[src/rtl/wiper_pkg.sv]
package wiper_pkg;
   // Which source updated the position in a given cycle
   typedef enum logic [2:0] {
      SRC_NONE   = 3'd0,
      SRC_RECALL = 3'd1,
      SRC_XFER   = 3'd2,
      SRC_WRITE  = 3'd3,
      SRC_STEP   = 3'd4
   } wiper_src_e;

   // Decoder implementation variants
   localparam int DEC_COMPARE = 0;
   localparam int DEC_SHIFT   = 1;
endpackage

[src/rtl/wiper_stepper.sv]
module wiper_stepper #(
   parameter int POS_W = 6
) (
   input  logic [POS_W-1:0] pos,
   input  logic             up,
   output logic [POS_W-1:0] next_pos
);
   localparam logic [POS_W-1:0] POS_MAX = {POS_W{1'b1}};
   localparam logic [POS_W-1:0] POS_MIN = '0;

   always_comb begin
      if (up) begin
         next_pos = (pos == POS_MAX) ? pos : pos + 1'b1;
      end else begin
         next_pos = (pos == POS_MIN) ? pos : pos - 1'b1;
      end
   end
endmodule

[src/rtl/wiper_src_arb.sv]
module wiper_src_arb
   import wiper_pkg::*;
#(
   parameter int POS_W = 6
) (
   input  logic             recall_req,
   input  logic [POS_W-1:0] recall_val,
   input  logic             xfer_req,
   input  logic [POS_W-1:0] xfer_val,
   input  logic             wr_req,
   input  logic [POS_W-1:0] wr_val,
   input  logic             step_ok,
   input  logic [POS_W-1:0] step_val,
   output logic             load_en,
   output logic [POS_W-1:0] load_val,
   output wiper_src_e       src
);
   // Fixed priority: recall, transfer, write, step
   always_comb begin
      load_en  = 1'b1;
      load_val = '0;
      src      = SRC_NONE;
      if (recall_req) begin
         load_val = recall_val;
         src      = SRC_RECALL;
      end else if (xfer_req) begin
         load_val = xfer_val;
         src      = SRC_XFER;
      end else if (wr_req) begin
         load_val = wr_val;
         src      = SRC_WRITE;
      end else if (step_ok) begin
         load_val = step_val;
         src      = SRC_STEP;
      end else begin
         load_en  = 1'b0;
      end
   end
endmodule

[src/rtl/wiper_tap_decode.sv]
module wiper_tap_decode
   import wiper_pkg::*;
#(
   parameter int POS_W     = 6,
   parameter int DEC_STYLE = DEC_COMPARE,
   localparam int TAPS     = 1 << POS_W
) (
   input  logic [POS_W-1:0] pos,
   output logic [TAPS-1:0]  tap_sel
);
   generate
      if (DEC_STYLE == DEC_SHIFT) begin : g_shift
         assign tap_sel = {{(TAPS-1){1'b0}}, 1'b1} << pos;
      end else begin : g_compare
         for (genvar i = 0; i < TAPS; i++) begin : g_line
            assign tap_sel[i] = (pos == POS_W'(i));
         end
      end
   endgenerate
endmodule

[src/rtl/wiper_pos_reg.sv]
module wiper_pos_reg
   import wiper_pkg::*;
#(
   parameter int POS_W     = 6,
   parameter int DEC_STYLE = DEC_COMPARE,
   localparam int TAPS     = 1 << POS_W
) (
   input  logic             clk,
   input  logic             rst_n,
   input  logic [POS_W-1:0] slot0_val,
   input  logic             recall_req,
   input  logic             xfer_req,
   input  logic [POS_W-1:0] xfer_val,
   input  logic             wr_req,
   input  logic [POS_W-1:0] wr_val,
   input  logic             step_mode,
   input  logic             step_req,
   input  logic             step_up,
   output logic [POS_W-1:0] pos_q,
   output logic [TAPS-1:0]  tap_sel
);
   localparam logic [POS_W-1:0] POS_MAX = {POS_W{1'b1}};

   generate
      if (POS_W < 1 || POS_W > 10) begin : g_bad_width
         $error("wiper_pos_reg: POS_W must lie in 1..10");
      end
      if (DEC_STYLE != DEC_COMPARE && DEC_STYLE != DEC_SHIFT) begin : g_bad_style
         $error("wiper_pos_reg: unknown DEC_STYLE");
      end
   endgenerate

   logic             step_ok;
   logic [POS_W-1:0] step_val;
   logic             load_en;
   logic [POS_W-1:0] load_val;
   wiper_src_e       src;

   assign step_ok = step_req & step_mode;

   wiper_stepper #(.POS_W(POS_W)) u_step (
      .pos      (pos_q),
      .up       (step_up),
      .next_pos (step_val)
   );

   wiper_src_arb #(.POS_W(POS_W)) u_arb (
      .recall_req (recall_req),
      .recall_val (slot0_val),
      .xfer_req   (xfer_req),
      .xfer_val   (xfer_val),
      .wr_req     (wr_req),
      .wr_val     (wr_val),
      .step_ok    (step_ok),
      .step_val   (step_val),
      .load_en    (load_en),
      .load_val   (load_val),
      .src        (src)
   );

   // Position register: follows slot 0 during reset
   always_ff @(posedge clk) begin
      if (!rst_n) begin
         pos_q <= slot0_val;
      end else if (load_en) begin
         pos_q <= load_val;
      end
   end

   wiper_tap_decode #(.POS_W(POS_W), .DEC_STYLE(DEC_STYLE)) u_dec (
      .pos     (pos_q),
      .tap_sel (tap_sel)
   );


   tap_onehot_chk: assert property (@(posedge clk) disable iff (!rst_n)
      ($countones(tap_sel) == 1) && tap_sel[pos_q]);


   recall_load_chk: assert property (@(posedge clk) disable iff (!rst_n)
      recall_req |=> pos_q == $past(slot0_val));


   xfer_load_chk: assert property (@(posedge clk) disable iff (!rst_n)
      (xfer_req && !recall_req) |=> pos_q == $past(xfer_val));


   write_load_chk: assert property (@(posedge clk) disable iff (!rst_n)
      (wr_req && !xfer_req && !recall_req) |=> pos_q == $past(wr_val));


   step_up_chk: assert property (@(posedge clk) disable iff (!rst_n)
      (step_req && step_mode && step_up && !wr_req && !xfer_req && !recall_req
       && pos_q != POS_MAX) |=> pos_q == $past(pos_q) + 1'b1);


   step_dn_chk: assert property (@(posedge clk) disable iff (!rst_n)
      (step_req && step_mode && !step_up && !wr_req && !xfer_req && !recall_req
       && pos_q != '0) |=> pos_q == $past(pos_q) - 1'b1);


   sat_hold_chk: assert property (@(posedge clk) disable iff (!rst_n)
      (step_req && step_mode && !wr_req && !xfer_req && !recall_req
       && ((step_up && pos_q == POS_MAX) || (!step_up && pos_q == '0)))
      |=> $stable(pos_q));


   idle_hold_chk: assert property (@(posedge clk) disable iff (!rst_n)
      (!recall_req && !xfer_req && !wr_req && !(step_req && step_mode))
      |=> $stable(pos_q));
endmodule

[config.mk]
export PLATFORM = sky130hd
export DESIGN_NAME = wiper_pos_reg
export DESIGN_NICKNAME = d
export VERILOG_FILES = /design/src/rtl/wiper_pkg.sv /design/src/rtl/wiper_stepper.sv /design/src/rtl/wiper_src_arb.sv /design/src/rtl/wiper_tap_decode.sv /design/src/rtl/wiper_pos_reg.sv
export SDC_FILE = /design/constraint.sdc
export NUM_CORES = 1
export LEC_CHECK = 0
export BUFFER_PORTS_ARGS = -buffer_cell sky130_fd_sc_hd__buf_2
export CAP_MARGIN = 40
export CORE_UTILIZATION = 40
export CTS_CLUSTER_SIZE = 40
export DETAILED_ROUTE_END_ITERATION = 8
export GPL_TIMING_DRIVEN = 1
export PLACE_DENSITY = 0.86
export SLEW_MARGIN = 10
export SYNTH_ARGS = -nofsm -noshare
export SYNTH_HDL_FRONTEND = slang
export SYNTH_SLANG_ARGS = --single-unit
[constraint.sdc]
create_clock -name clk -period 3.81 [get_ports clk]
set_input_delay 0.1905 -clock clk [delete_from_list [all_inputs] [get_ports clk]]
set_output_delay 0.1905 -clock clk [all_outputs]
set_load 0.05 [all_outputs]
==> results.cfg <==
[job]
max_cap_viol_count = 0

[global_route]
grt_pass1_vias = 1120
grt-ovfl-total = 0
grt_max_degree = 18
track_usage_pct = 22.4
grt_pass1_wl_um = 4700
antenna_found_initial = 0

[yosys]
ys_warn_count = 0
synth_area_leader_cell = nor2_1
synthTopCellsByArea = nor2_1, edfxtp_1, nand2_1, ha_1, a21oi_1
syn_area_per_cell_um2 = 5.97
ys_ff_latch = 6
synthArstFlopShare_pct = 0
synth_cell_types = 33
netlist_instances = 174
netlist_area_mm2 = 0.00104
syn-num-nets = 205
ys_seq_area_share_pct = 17.3
netlist.area_leader.share_pct = 24.6
synth-main-ff-cell = edfxtp_1
synth_edf_count = 6

[clock_network]
htree_levels = 1
postCtsHoldBufs = 0
clock-root-buffer = clkbuf_4
numCtsBuffers = 3
post_cts_buffers = 0
numClockSinks = 6
clock_path_buffers = 2
cts_tree = yes
cts_resized = 0
clk_pin_slew_ns = 0.05
clk_latency_ns = 0.24

[timing]
fin_tns_setup_ns = 0
max_clock_freq_mhz = 420
setup_viol = 0
final-max-slew-violation-count = 0
hold_viol = 0
worstMarginPinSlew_ns = 0.631
layout_worst_path_cycle_share_pct = 62.4
rsz0062_at_grt = no
min_period_ns = 2.38
clock_skew_ns = 0.00317
maxSlewHeadroom_pct = 57.2

[setup_path]
crit_type = reg -> reg
start_kind = register
worst-endpoint-required_ns = 3.76
cpPeakStageDelay_ns = 0.54
crit_family = compound AO/OA/AOI/OAI gates
end_kind = register
cp.arrival_ns = 2.33
path_cells = ha_1 > and4_1 > and3_1 > o311ai_1 > clkbuf_2
cp_slowest_cell = o311ai_1
path_max_fanout = 9
cp_num_buf_inv = 1
reg2reg_from = pos_q[0]
critPathLaunch = pos_q[0]

[cells_and_area]
largest_reg_flops = 6
layout-drive-gt1-share_pct = 39.6
finalInstanceArea_mm2 = 0.00151
instances_no_fill = 290
fin_util_pct = 61.3
num-fill-cells = 271
multi_input_area_um2 = 758
reg_top3 = pos_q x6
register_area_um2 = 180
areaGrowthSynthToFinish_pct = 44.9
num_antenna_cells = 0
max_flop_register = pos_q
final_nets = 293

[place]
place_area_mm2 = 0.00148
portBuffers = 95
gp_congestion = 0.893
dp_hpwl_um = 2610
place_inst = 286

[power]
vdd_drop_max_v = 0.000179
p_per_area_mw_per_mm2 = 231
p_leak_nw = 0.842
power_mw = 0.348

[min_path]
min_path_type = in -> reg
min-delay-start = slot0_val[0]

[die]
die_w_um = 53.0
die_y_um = 53.0
die_area_mm2 = 0.00280
start_util_pct = 42.3
rows = 18
core_area_mm2 = 0.00245
io_pins = 96

[drt]
viasPerCell = 4.95
drc = 0
firstDrtPassIters = 4
ant_nets = 0
wl_per_cell_um = 11.2
drt_iter0_markers = 22
routed_wl_um = 3240
num_vias = 1436

[outcome]
status = completed
stage by stage:
| stage | hold slack [ns] | setup WS (ns) |
|---|---|---|
| after CTS | 0.224 | 1.35 |
| after global placement | 0.476 | 1.49 |
| after floorplan | 0.376 | 1.41 |
| after detailed placement | 0.473 | 1.36 |
| final | 0.225 | 1.43 |
| after global routing | 0.241 | 1.32 |
power by group:
group	leakage (nW)	switching, mW	internal, mW
registers	0.0643	0.0146	0.0812
clock network	0.0138	0.0233	0.0357
logic	0.764	0.142	0.0512
cells in the mapped netlist, types with 2 or more instances:
cell,instances
a21oi_1,7
a31oi_1,3
and4_1,2
buf_2,5
buf_6,2
clkbuf_1,5
edfxtp_1,6
ha_1,5
inv_1,7
mux2i_1,2
nand2_1,26
nand2b_1,3
nand3_1,2
nand3b_1,3
nor2_1,68
nor2b_1,3
nor3_1,3
o21ai_0,4
o311ai_1,2
or3_1,2
xnor2_1,2
area by class of cell:
cell class                 instances  area share, %
clock buffer                       3           1.50
inverter                           7           1.75
multi-input combinational        148           50.4
sequential                         6           12.0
tap                               30           2.49
timing repair buffer              96           31.9
worst paths after layout:
check / to / slack, ns / cells past startpoint
max: pos_q[1] / 1.43 / 5
min: pos_q[0] / 0.23 / 3
max reg2reg: pos_q[1] / 1.43 / 5
min reg2reg: pos_q[5] / 0.95 / 3
worst min-delay path: cells and delay by family:
| family | cells | cell delay (ns) |
|---|---|---|
| compound gates | 1 | 0.06 |
| buf+inv | 1 | 0.07 |
| simple gates | 1 | 0.04 |
metal layers:
metal	part of all wire (%)	wire [µm]	vias to the layer above	GRT usage, %
li1	-	-	742	-
met1	43	1390	614	26.2
met2	49	1590	76	41.1
met3	7.4	240	4	1.72
met4	0.65	21	0	9.21
met5	0	0	-	0
cells by family (layout without fill, tap and decap cells):
family	after synthesis	in the layout	synth area share (%)
AND/OR/NAND/NOR	119	119	51.0
flip-flops	6	6	17.3
XOR/XNOR	2	2	1.69
multiplexers	2	2	1.93
AO/OA/AOI/OAI	20	20	12.4
adder cells (fa/ha/maj)	5	5	6.02
buffers and inverters	20	106	9.64
layout by cell type (no fill, tap or decap), types with 4 or more instances in the layout:
| master | instances |
|---|---|
| nand2_1 | 26 |
| ha_1 | 5 |
| a21oi_1 | 7 |
| buf_2 | 95 |
| o21ai_0 | 4 |
| edfxtp_1 | 6 |
| inv_1 | 7 |
| nor2_1 | 68 |
No activity file was read; power rests on OpenSTA's default activity.
